**src/rtl/pmp_csr_pkg.sv**
```systemverilog
package pmp_csr_pkg;

  typedef enum logic [1:0] {
    OP_READ  = 2'd0,
    OP_WRITE = 2'd1,
    OP_SET   = 2'd2,
    OP_CLEAR = 2'd3
  } csr_op_e;

  localparam logic [11:0] CFG_BASE  = 12'h3A0;
  localparam logic [11:0] ADDR_BASE = 12'h3B0;
  localparam logic [7:0]  CFG_KEEP  = 8'h9F;
  localparam logic [1:0]  MODE_TOR  = 2'b01;
  localparam int          MAX_REGIONS = 16;

  function automatic logic [31:0] apply_op(csr_op_e op, logic [31:0] cur, logic [31:0] arg);
    logic [31:0] res;
    case (op)
      OP_WRITE: res = arg;
      OP_SET:   res = cur | arg;
      OP_CLEAR: res = cur & ~arg;
      default:  res = cur;
    endcase
    return res;
  endfunction

endpackage

```
**src/rtl/pmp_csr_decode.sv**
```systemverilog
module pmp_csr_decode
  import pmp_csr_pkg::*;
#(
  parameter bit PROT_EN     = 1'b1,
  parameter int NUM_REGIONS = 4
) (
  input  logic [11:0] addr,
  output logic        hit_cfg,
  output logic        hit_addr,
  output logic        impl,
  output logic [1:0]  cfg_sel,
  output logic [3:0]  addr_sel
);
  localparam int NUM_CFG = (NUM_REGIONS + 3) / 4;
  localparam logic [2:0] NC3 = 3'(NUM_CFG);
  localparam logic [4:0] NR5 = 5'(NUM_REGIONS);

  always_comb begin
    hit_cfg  = (addr[11:2] == CFG_BASE[11:2]);
    hit_addr = (addr[11:4] == ADDR_BASE[11:4]);
    cfg_sel  = addr[1:0];
    addr_sel = addr[3:0];
    impl     = 1'b0;
    if (PROT_EN) begin
      if (hit_cfg)       impl = ({1'b0, cfg_sel} < NC3);
      else if (hit_addr) impl = ({1'b0, addr_sel} < NR5);
    end
  end
endmodule

```
**src/rtl/pmp_cfg_byte.sv**
```systemverilog
module pmp_cfg_byte
  import pmp_csr_pkg::*;
(
  input  logic       clk,
  input  logic       rst_n,
  input  logic       we,
  input  csr_op_e    op,
  input  logic [7:0] wbyte,
  output logic [7:0] cfg_q
);
  logic [31:0] upd;
  logic [7:0]  nxt;

  always_comb begin
    upd = apply_op(op, {24'b0, cfg_q}, {24'b0, wbyte});
    nxt = upd[7:0] & CFG_KEEP;
    if (nxt[1:0] == 2'b10) nxt[1:0] = 2'b00;
  end

  always_ff @(posedge clk or negedge rst_n) begin
    if (!rst_n)                cfg_q <= '0;
    else if (we && !cfg_q[7])  cfg_q <= nxt;
  end

  assert_lock_freeze_R4: assert property (@(posedge clk) disable iff (!rst_n)
    cfg_q[7] |=> $stable(cfg_q));
  assert_reserved_zero_R5: assert property (@(posedge clk) disable iff (!rst_n)
    cfg_q[6:5] == 2'b00);
  assert_no_wonly_R6: assert property (@(posedge clk) disable iff (!rst_n)
    cfg_q[1:0] != 2'b10);
endmodule

```
**src/rtl/pmp_addr_reg.sv**
```systemverilog
module pmp_addr_reg
  import pmp_csr_pkg::*;
(
  input  logic        clk,
  input  logic        rst_n,
  input  logic        we,
  input  logic        lock,
  input  csr_op_e     op,
  input  logic [31:0] wdata,
  output logic [31:0] addr_q
);
  always_ff @(posedge clk or negedge rst_n) begin
    if (!rst_n)           addr_q <= '0;
    else if (we && !lock) addr_q <= apply_op(op, addr_q, wdata);
  end

  // either lock source freezes the register
  assert_addr_frozen_R7: assert property (@(posedge clk) disable iff (!rst_n)
    lock |=> $stable(addr_q));
  assert_idle_stable_R12: assert property (@(posedge clk) disable iff (!rst_n)
    !we |=> $stable(addr_q));
endmodule

```
**src/rtl/pmp_csr_file.sv**
```systemverilog
module pmp_csr_file
  import pmp_csr_pkg::*;
#(
  parameter bit PROT_EN     = 1'b1,
  parameter int NUM_REGIONS = 4
) (
  input  logic                      clk,
  input  logic                      rst_n,
  input  logic                      csr_req,
  input  logic [1:0]                csr_op,
  input  logic [11:0]               csr_addr,
  input  logic [31:0]               csr_wdata,
  output logic [31:0]               csr_rdata,
  output logic                      csr_illegal,
  output logic [8*NUM_REGIONS-1:0]  region_cfg,
  output logic [32*NUM_REGIONS-1:0] region_addr
);
  localparam int LAST = NUM_REGIONS - 1;

  csr_op_e     op;
  logic        hit_cfg, hit_addr, impl;
  logic [1:0]  cfg_sel;
  logic [3:0]  addr_sel;
  logic        upd_ok;
  logic [7:0]  cfg_pad  [MAX_REGIONS];
  logic [31:0] addr_pad [MAX_REGIONS];

  assign op = csr_op_e'(csr_op);

  pmp_csr_decode #(.PROT_EN(PROT_EN), .NUM_REGIONS(NUM_REGIONS)) u_dec (
    .addr(csr_addr), .hit_cfg(hit_cfg), .hit_addr(hit_addr), .impl(impl),
    .cfg_sel(cfg_sel), .addr_sel(addr_sel)
  );

  assign upd_ok = csr_req && impl && (op != OP_READ);

  for (genvar r = 0; r < MAX_REGIONS; r++) begin : g_reg
    if (r < NUM_REGIONS) begin : g_on
      logic [7:0]  cfg_q;
      logic [31:0] addr_q;
      logic        next_tor;

      if (r < LAST) begin : g_nxt
        assign next_tor = (g_reg[r+1].g_on.cfg_q[4:3] == MODE_TOR);
      end else begin : g_last
        assign next_tor = 1'b0;
      end

      pmp_cfg_byte u_cfg (
        .clk(clk), .rst_n(rst_n),
        .we(upd_ok && hit_cfg && (cfg_sel == 2'(r / 4))),
        .op(op), .wbyte(csr_wdata[8*(r%4) +: 8]), .cfg_q(cfg_q)
      );

      pmp_addr_reg u_addr (
        .clk(clk), .rst_n(rst_n),
        .we(upd_ok && hit_addr && (addr_sel == 4'(r))),
        .lock(cfg_q[7] || next_tor),
        .op(op), .wdata(csr_wdata), .addr_q(addr_q)
      );

      assign cfg_pad[r]  = cfg_q;
      assign addr_pad[r] = addr_q;
      assign region_cfg[8*r +: 8]   = cfg_q;
      assign region_addr[32*r +: 32] = addr_q;
    end else begin : g_off
      assign cfg_pad[r]  = '0;
      assign addr_pad[r] = '0;
    end
  end

  always_comb begin
    csr_rdata   = '0;
    csr_illegal = csr_req && !hit_cfg && !hit_addr;
    if (csr_req && impl) begin
      if (hit_cfg)
        csr_rdata = {cfg_pad[{cfg_sel, 2'd3}], cfg_pad[{cfg_sel, 2'd2}],
                     cfg_pad[{cfg_sel, 2'd1}], cfg_pad[{cfg_sel, 2'd0}]};
      else
        csr_rdata = addr_pad[addr_sel];
    end
  end

  assert_idle_quiet_R2: assert property (@(posedge clk) disable iff (!rst_n)
    !csr_req |-> (csr_rdata == 32'd0 && !csr_illegal));
  assert_far_illegal_R10: assert property (@(posedge clk) disable iff (!rst_n)
    (csr_req && csr_addr[11:8] != 4'h3) |-> (csr_illegal && csr_rdata == 32'd0));
  assert_illegal_no_update_R10: assert property (@(posedge clk) disable iff (!rst_n)
    csr_illegal |=> ($stable(region_cfg) && $stable(region_addr)));
  assert_top_slot_quiet_R9: assert property (@(posedge clk) disable iff (!rst_n)
    (csr_req && csr_addr == 12'h3BF && NUM_REGIONS < 16) |-> (csr_rdata == 32'd0 && !csr_illegal));
endmodule

```
**config.mk**
```make
export PLATFORM = sky130hd
export DESIGN_NAME = pmp_csr_file
export DESIGN_NICKNAME = d
export VERILOG_FILES = /design/src/rtl/pmp_csr_pkg.sv /design/src/rtl/pmp_csr_decode.sv /design/src/rtl/pmp_cfg_byte.sv /design/src/rtl/pmp_addr_reg.sv /design/src/rtl/pmp_csr_file.sv
export SDC_FILE = /design/constraint.sdc
export NUM_CORES = 1
export LEC_CHECK = 0
export CORE_MARGIN = 4
export CORE_UTILIZATION = 49
export CTS_BUF_LIST = sky130_fd_sc_hd__clkbuf_16
export CTS_CLUSTER_DIAMETER = 80
export DETAILED_ROUTE_END_ITERATION = 8
export PLACE_DENSITY = 0.81
export SYNTH_ARGS = -nofsm -noshare
export SYNTH_HDL_FRONTEND = slang
export SYNTH_SLANG_ARGS = --single-unit
```
**constraint.sdc**
```tcl
create_clock -name clk -period 2.7 [get_ports clk]
set_input_delay 0.54 -clock clk [delete_from_list [all_inputs] [get_ports clk]]
set_output_delay 0.54 -clock clk [all_outputs]
set_load 0.1 [all_outputs]
```
After elaboration in Yosys (flattened, before gate mapping)
Index checks and enable logic that the tools add are counted.
Widths: inputs -> output; s select.
- input port bits: 49
- latch bits: 0
- memory bits (read-only): 0
- flip-flop bits (word level): 152
- word-level logic and storage cells: 134
- memories: 0
- memory bits (writable): 0
- muxes and demuxes: 31
- add/sub/neg operators: 0
- div/mod/pow operators: 0
- reduce and logical (&&, ||, !) cells: 43
- equality and inequality tests: 15
- bitwise logic cells: 26
- magnitude comparators: 7
- $mul: 0
- shift operators: 0
- operator list (operator ; count):
    $pmux 32 s3 ; 4
    $and 32x32->32 ; 4
    $bmux 32 s4 ; 1
    $bmux 8 s4 ; 4
    $mux 32 ; 4
    $or 32x32->32 ; 4
    $pmux 8 s3 ; 4
    $mux 8 ; 8
    $and 8x8->8 ; 4
    $not 32->32 ; 1
    $not 8->8 ; 4
    $or 8x8->8 ; 4
    $ge 5x5->1 const B ; 5
    $not 4->5 ; 5
    $logic_and 1x1->1 ; 19
    $reduce_and 2->1 ; 8
    $eq 2x2->1 const B ; 6
    $eq 10x8->1 const B ; 1
    $logic_not 1->1 ; 9
    $eq 2x1->1 const B ; 4
    $eq 4x2->1 const B ; 2
    $eq 8x6->1 const B ; 1
    $mux 2 ; 4
    $eq 4x1->1 const B ; 1
    8 further kinds ; 11

Longest topological paths before layout
Gate-level depths: netlist (run 1).
- word-level depth: 9
- mapped depth: 7
- gate-level depth less buffers: 4

Hierarchy
A second synthesis (run 1) with hierarchy kept.
- cell total of the unflattened synthesis: 861
- area, all modules: 9887.0 um^2
- modules (own cells, without submodules) (module ; area each (um^2) ; cells an instance ; times used ; sequential area each (um^2)):
    pmp_addr_reg ; 1714.1 ; 147 ; 4 ; 800.8
    pmp_cfg_byte ; 410.4 ; 40 ; 4 ; 150.1
    pmp_csr_file ; 1251.2 ; 99 ; 1 ; 0.0
    pmp_csr_decode ; 137.6 ; 14 ; 1 ; 0.0

Least setup slack after synthesis (run 1)
OpenSTA, ideal clock, no wires.
- kind: input -> output
- start: in csr_addr[0]
- end: out csr_rdata[11]
- buffers on the path: 2
- stages on the path: 5
- arrival time: 3.412 ns
- data required time: 2.160 ns
- setup slack: -1.252 ns
- path through: buf_2 nor3_1 nand4_1 clkbuf_1 o21ai_0
- word-level cells in the longest chain between the ends: 6
- RTL lines (what ; line ; source):
    from (decl) ; pmp_csr_file.sv:11 ; input logic [11:0] csr_addr,
    $not 4->5, on equally long branches ; pmp_csr_file.sv:80, pmp_csr_file.sv:78 ;
    $bmux 32 s4 / $bmux 8 s4 (equally long branches) ; pmp_csr_file.sv:80, pmp_csr_file.sv:78 ;
    $mux 32 (implied by the code) / $mux 8 (equally long branches) (2 in series) ; pmp_csr_file.sv:80, pmp_csr_file.sv:78 ;
    $mux 32 ; pmp_csr_file.sv:76 ; if (hit_cfg)
    $mux 32 (*) ; pmp_csr_file.sv:75 ; if (csr_req && impl) begin
    to (decl) ; pmp_csr_file.sv:13 ; output logic [31:0] csr_rdata,
Every way passes the cells marked *; elsewhere a longest branch is shown, timed or not. The select of a mux whose other input is x is not followed.

Worst setup path in the final report (run 1)
- start: in csr_addr[10]
- end: out csr_rdata[11]
- word-level cells in the longest chain between the ends: 5
- RTL lines (what ; line ; source):
    $eq 8x6->1 ; pmp_csr_decode.sv:20 ; hit_addr = (addr[11:4] == ADDR_BASE[11:4]);
    $mux 1 ; pmp_csr_decode.sv:26 ; else if (hit_addr) impl = ({1'b0, addr_sel} < NR5);
    $mux 1 ; pmp_csr_decode.sv:25 ; if (hit_cfg) impl = ({1'b0, cfg_sel} < NC3);
    $logic_and 1x1->1 ; pmp_csr_file.sv:75 ;
    $mux 32 (*) ; pmp_csr_file.sv:75 ;
Every way passes the cells marked *; elsewhere a longest branch is shown, timed or not.

==> results of run 1 <==
==> layout make-up <==
class                   instances  share of cell area
repair buffers                304               0.243
clock inverters                13             0.00922
inverters                      21             0.00632
multi-input cells             580               0.380
clock buffers                  17              0.0341
well taps                     229              0.0230
flip-flops and latches        152               0.305
==> worst min path at each step <==
stage	start	to	slack [ns]	depth (start not counted)
after floorplan	rst_n	g_reg[0].g_on.u_addr.addr_q[0]	0.24	0
after global placement	g_reg[3].g_on.u_addr.addr_q[18]	g_reg[3].g_on.u_addr.addr_q[18]	0.51	1
final	rst_n	g_reg[0].g_on.u_addr.addr_q[6]	0.06	1
after CTS	rst_n	g_reg[0].g_on.u_addr.addr_q[6]	0.07	1
after detailed placement	g_reg[3].g_on.u_addr.addr_q[20]	g_reg[3].g_on.u_addr.addr_q[20]	0.51	1
after global routing	rst_n	g_reg[0].g_on.u_addr.addr_q[6]	0.09	1
==> power by group through the flow <==
stage / Sequential (mW) / Combinational, mW / Clock (mW)
finish: 2.30 / 0.597 / 2.25
global route: 2.30 / 0.631 / 2.37
CTS: 2.30 / 0.594 / 2.27
detailed placement: 2.34 / 0.592 / 0
global placement: 2.34 / 0.582 / 0
floorplan: 2.41 / 0.241 / 0
==> metrics by stage <==
step | setup TNS [ns] | hold WS (ns)
detailed placement | -1.85 | 0.512
finish | 0 | 0.0597
global route | -0.0855 | 0.0919
global placement | -0.643 | 0.506
floorplan | -1.51 | 0.244
CTS | -0.0125 | 0.0750
==> metal layers <==
| layer | routed length [microns] | GRT usage | part of all wire |
|---|---|---|---|
| met4 | 986 | 0.118 | 0.030 |
| met2 | 16300 | 0.528 | 0.49 |
| met1 | 12400 | 0.416 | 0.38 |
| met3 | 3310 | 0.0620 | 0.10 |
| met5 | 0 | 0 | 0 |
==> registers in the layout (all words and copies together), names as in the netlist <==
name	flops
g.g_on.u_addr.addr_q	128
g.g_on.u_cfg.cfg_q	24
==> repair_timing <==
action,4_1_cts,5_1_grt
cloned,1,0
setup buffers,3,3
endpoints found under the setup margin,32,26
gates resized for setup,18,6
pin swaps,2,3
==> cells in the mapped netlist, types with 4 or more instances <==
library cell	count	area, sq um
a211oi_1	22	165
o21bai_1	64	480
nand2b_1	17	106
buf_4	12	90.1
a31o_2	4	35.0
nor3_1	27	135
a22o_1	79	692
inv_1	20	75.1
clkbuf_1	44	165
mux4_2	32	721
o211ai_1	13	97.6
buf_6	7	78.8
o21ai_0	26	130
or3_1	5	31.3
nand4_1	5	31.3
nand3_1	50	250
and2_1	9	56.3
a32o_1	64	641
buf_2	28	140
nor2_1	11	41.3
a21o_1	4	30.0
dfrtp_1	152	3800
a21oi_1	21	105
nand2_1	11	41.3
nor2b_1	68	425
==> cells by family (layout without fill, tap and decap cells) <==
logic type / Yosys count / after routing
xor gates and xnor gates: 1 / 1
AOI/OAI and AO/OA: 311 / 311
other: 1 / 8
DFF: 152 / 152
muxes: 34 / 34
buffers and inverters: 115 / 355
and+or+nand+nor: 226 / 226
==> metrics.yaml, run 1 <==
place:
  placement.io_buffers: 233
  placedCellCount: 1280
  place_worst_setup_slack_ns: -0.166
  cell_area_after_placement_sq_um: 11800
  post-dp-hpwl_microns: 22300
  gpl.final_weighted_congestion: 0.876
synth:
  synth_top_flop_cell: "dfrtp_1"
  postSynthRegisterBits: 152
  number_of_enable_flip_flop_cells_after_synthesis: 0
  synth-async-reset-ratio: 1.00
  synthSimpleGateAreaFrac: 0.149
  post_synth_mux_area_share: 0.0831
  proportion_of_synthesized_chip_area_in_sequential_cells: 0.425
  synth-compound-area-share: 0.278
  post_synth_num_cell_types: 58
  netlist_area_sq_um: 8940
  post_synth_xor_area_fraction: 0.000979
  largest_family_of_logic_cells_by_synthesized_area: "compound AO/OA/AOI/OAI gates"
  synth.avg_cell_area_sq_um: 10.6
  synth_cells: 840
  synth_fa_ha_area_frac: 0
  total_of_warnings_raised_by_yosys: 0
cts:
  clock_tree.root_cell: "clkbuf_16"
  insertion_delay_ns: 0.43
  numCtsBuffers: 17
  max-clock-path-buffers: 2
  cts_hold_repair.buffers: 0
  clkSlewWorstSetupHoldPaths_ns: 0.06
  tritoncts: "done"
  cts_htree_levels: 4
  tritoncts_num_sinks: 152
final_layout:
  finish.cell_count_without_fillers: 1316
  register_area_sq_um: 3800
  mostFrequentLayoutCell: "buf_4"
  fin_util: 0.695
  layout_common_cells: "buf_4 (204), dfrtp_1 (152), nor2b_1 (68)"
  insertedDiodeCount: 0
  final_design_area_no_fill_sq_um: 12500
  final.fill_count: 1316
  layout-area-overhead-vs-synth_pct: 39.5
  drive_above_1_share: 0.337
  num-nets-final: 1125
  multi_input_comb_area_sq_um: 4740
status:
  status: "finished clean"
worst_setup_path:
  cp_cell_sequence: "clkdlybuf4s50_1, and4bb_2, and3_4, buf_12, nand2_1, o21ai_2, buf_12"
  worst-r2r-setup-slack_ns: 0.63
  worstSetupEndpointType: "output port"
  critical_path_cell_count: 7
  worst_path_dominant_cell_family: "buffers and inverters"
  timing.critical_path.to: "csr_rdata[11]"
  worst_endpoint_required_time_ns: 2.16
  start_kind: "input pin"
  critical_path.n_buffers_inverters: 3
  critical_path.max_fanout: 13
  critical_path.max_stage_delay_ns: 0.41
  cp_data_arrival_time_ns: 2.14
  critical_path.reg2reg.startpoint: "g_reg[0].g_on.u_cfg.cfg_q[7]"
  critical_path.most_common_cell: "buf_12"
  worst-setup-path-type: "input pin to output port"
  ff_to_ff_end: "g_reg[0].g_on.u_addr.addr_q[1]"
  worst_setup_path_startpoint: "csr_addr[10]"
  r2r_cells: 5
  slowest_stage: "clkdlybuf4s50_1"
worst_hold_path:
  timing.hold.worst.class: "input pin to async pin"
drt:
  final_antenna_net_count: 0
  remaining_drc_errors: 0
  routed_wirelength_microns: 33000
  wl_per_cell_microns: 25.1
  routed_via_density: 6.66
  drt_first_pass_iters: 5
  vias: 8768
  drt_iter0_drc: 812
global_route:
  grt_usage: 0.318
  global_route_wire_length_before_repair_microns: 50400
  grt_antenna_before_repair: 0
  grt_start_max_net_pins: 53
  first_global_vias: 8616
  grt_overflow_total: 0
floorplanning:
  design.core.area_sq_um: 18000
  chipWidth_microns: 143
  die-area_sq_um: 20500
  die-height_microns: 143
  initial_core_util: 0.498
  floorplan.io_pins: 242
  num_rows: 49
sta:
  worst_slew_pin_slew_ns: 0.606
  clock_skew_ns: 0.00952
  fin_crit_sh: 0.994
  pins_over_slew_limit: 0
  worst_slack_ns: 0.0171
  rsz_0062_raised_after_global_routing: "true"
  worst_slew_margin_rel: 0.596
  setup_viol: 0
  highest_clock_rate_mhz: 373
  finalWorstPathRequiredPeriod_ns: 2.68
  final_hold_viol_count: 0
power:
  share_of_total_power_in_the_clock_network: 0.437
  power.density_cell_area_nw_per_um2: 412
  switching_share: 0.262
  sequentialPowerShare: 0.447
  power.combinational.fraction: 0.116
  power_switching_mw: 1.35
  design_power_total_mw: 5.15
  p_int_mw: 3.80
  irDropWorstVdd_v: 0.000445
  leakagePower_nw: 5.58
job:
  max_cap_violations: 0
Note: power is estimated with default switching activity, not from simulation.
==> run 2, diff against run 1 <==
--- a/config.mk
+++ b/config.mk
@@ -5,7 +5,6 @@
 export SDC_FILE = /design/constraint.sdc
 export NUM_CORES = 1
 export LEC_CHECK = 0
-export CORE_MARGIN = 4
 export CORE_UTILIZATION = 49
 export CTS_BUF_LIST = sky130_fd_sc_hd__clkbuf_16
 export CTS_CLUSTER_DIAMETER = 80
==> run 2 against run 1 <==
Effect of this change: critical path depth fell by 2; utilization rose by 1.1 points; largest cell class unchanged; sequential share of layout area fell by 0.38 points; largest power group is now clock; critical endpoint is now csr_rdata[8]; global-route usage rose by 2.2 points; clock skew barely moved.
==> metrics.yaml, run 2 (synthesized netlist as in run 1, its figures left out) <==
status:
  status: "finished clean"
final_layout:
  layout_common_cells: "buf_4 (210), dfrtp_1 (152), nor2b_1 (68)"
  largest_registers: "g.g_on.u_addr.addr_q (128), g.g_on.u_cfg.cfg_q (24)"
  mostFrequentLayoutCell: "buf_4"
  largest_register_ffs: 128  # unchanged
  num-nets-final: 1132  # +0.62%
  regMostFlops: "g.g_on.u_addr.addr_q"
  final_design_area_no_fill_sq_um: 12600  # +1.3%
  layout-area-overhead-vs-synth_pct: 41.3
  drive_above_1_share: 0.342  # +0.00545
  insertedDiodeCount: 0  # unchanged
worst_setup_path:
  worstSetupEndpointType: "output port"
  cp_data_arrival_time_ns: 2.02  # -0.12 ns
  slowest_stage: "mux4_2"
  cp_cell_sequence: "buf_2, buf_4, mux4_2, a22o_2, buf_12"
  start_kind: "input pin"
  worst_endpoint_required_time_ns: 2.16  # about the same
  critical_path.max_stage_delay_ns: 0.53  # +0.12 ns
  worst-setup-path-type: "input pin to output port"
  critical_path.max_fanout: 8  # -5
global_route:
  grt_usage: 0.340  # +0.0222
  grt_start_max_net_pins: 80  # +51%
  global_route_wire_length_before_repair_microns: 47600  # -5.7%
  met3_usage: 0.0570  # -0.00492
  grt_antenna_before_repair: 0  # unchanged
  grtUsageMet2: 0.532  # +0.00380
  grt_overflow_total: 0  # unchanged
  grt_most_used_layer: "met2"
  groute.layer.met1.usage: 0.460  # +0.0434
  first_global_vias: 8462  # -1.8%
floorplanning:
  die-height_microns: 137  # -4.2%
  num_rows: 49  # unchanged
  die-area_sq_um: 18800  # -8.2%
  initial_core_util: 0.500  # +0.00171
  chipWidth_microns: 137  # -4.2%
  design.core.area_sq_um: 17900  # -0.34%
  floorplan.io_pins: 242  # unchanged
sta:
  worst_slew_pin_slew_ns: 0.620  # +0.0139 ns
  final_hold_viol_count: 0  # unchanged
  fin_crit_sh: 0.950  # -0.0441
  rsz_0062_raised_after_global_routing: "false"
  clock_skew_ns: 0.00986  # +0.000338 ns
  finalWorstPathRequiredPeriod_ns: 2.56  # -0.119 ns
  setup_viol: 0  # unchanged
  worst_slew_margin_rel: 0.586  # -0.00927
  highest_clock_rate_mhz: 390  # +4.6%
  pins_over_slew_limit: 0  # unchanged
power:
  design_power_total_mw: 5.20  # +1.1%
  power.density_cell_area_nw_per_um2: 412  # -0.12%
  leakagePower_nw: 5.74  # +2.9%
  irDropWorstVdd_v: 0.000458  # +2.8%
place:
  gpl.final_weighted_congestion: 0.863  # -1.5%
  post-dp-hpwl_microns: 21400  # -4.2%
  placement.io_buffers: 233  # unchanged
  cell_area_after_placement_sq_um: 11800  # +0.21%
cts:
  max-clock-path-buffers: 2  # unchanged
  cts_hold_repair.buffers: 0  # unchanged
  numCtsBuffers: 17  # unchanged
  clkSlewWorstSetupHoldPaths_ns: 0.06  # about the same
  cts_htree_levels: 4  # unchanged
  clock_tree.root_cell: "clkbuf_16"
  tritoncts: "done"
  tritoncts_num_sinks: 152  # unchanged
  insertion_delay_ns: 0.43  # about the same
drt:
  routed_wirelength_microns: 32200  # -2.3%
  wl_per_cell_microns: 24.3  # -3.0%
  vias: 8824  # +0.64%
  final_antenna_net_count: 0  # unchanged
  drt_first_pass_iters: 7  # +2
  remaining_drc_errors: 0  # unchanged
  routed_via_density: 6.66  # about the same
  drt_iter0_drc: 862  # +6.2%
job:
  max_cap_violations: 0  # unchanged
worst_hold_path:
  timing.hold.worst.class: "input pin to async pin"
-- run 2: cell types whose count changed in the layout (fill, tap and decap cells not counted), moves of 5 or more --
cell and change:
buf_4 +6, and2_4 +5, clkdlybuf4s50_1 -7, and2_2 -5
dlymetal6s2s_1 +9
-- run 2: critical path, delay by kind of cell --
kind                   cells  cell delay (ns)
AO/OA/AOI/OAI              1             0.25
buffers and inverters      3             0.70
multiplexers               1             0.53
-- run 2: area by class of cell --
class / instances / area [sq um]
fillers: 1292 / 5260
multi-input cells: 580 / 4780
flip-flops and latches: 152 / 3800
repair buffers: 311 / 3120
clock buffers: 17 / 425
well taps: 229 / 287
clock inverters: 15 / 138
inverters: 21 / 78.8
-- run 2: through the flow --
step            util  std cells  setup TNS (ns)  hold slack (ns)  setup WS, ns
5_1_grt        0.706       1325               0            0.128         0.132
2_1_floorplan      -        847           -1.51            0.244        -0.503
3_5_place_dp   0.660       1285           -1.53            0.508       -0.0770
6_report       0.706       1325               0            0.104         0.136
3_3_place_gp   0.660       1285           -1.05            0.509       -0.0618
4_1_cts        0.692       1317          -0.582            0.119       -0.0482
-- run 2: worst paths after layout --
| check | startpoint | endpoint | slack, ns | depth (start not counted) |
|---|---|---|---|---|
| setup / recovery | csr_addr[0] | csr_rdata[8] | 0.14 | 5 |
| hold / removal | rst_n | g_reg[3].g_on.u_addr.addr_q[6] | 0.10 | 2 |
| setup reg to reg | g_reg[0].g_on.u_cfg.cfg_q[7] | g_reg[0].g_on.u_addr.addr_q[4] | 0.51 | 5 |
| hold reg to reg | g_reg[3].g_on.u_addr.addr_q[20] | g_reg[3].g_on.u_addr.addr_q[20] | 0.53 | 1 |
| max in group asynchronous | rst_n | g_reg[2].g_on.u_addr.addr_q[19] | 2.20 | 2 |
| min in group clk | g_reg[3].g_on.u_addr.addr_q[20] | g_reg[3].g_on.u_addr.addr_q[20] | 0.53 | 1 |
-- run 2: metal layers --
layer | vias to the layer above | routed length [microns]
met5 | - | 0
met4 | 0 | 1060
met3 | 85 | 2880
met2 | 584 | 15300
met1 | 4420 | 12900
li1 | 3735 | -
-- run 2: power by group --
part / leakage (nW) / switching, mW / total, mW / internal (mW)
sequential: 2.12 / 0.0116 / 2.30 / 2.29
combinational: 3.34 / 0.407 / 0.593 / 0.187
clock: 0.274 / 0.968 / 2.31 / 1.34
total: 5.74 / 1.39 / 5.20 / 3.82
-- run 2: what timing repair did --
action / CTS / global route
setup buffers: 0 / 4
pin swaps: 0 / 4
endpoints found under the setup margin: 29 / 32
cloned: 0 / 4
resized for setup: 4 / 33
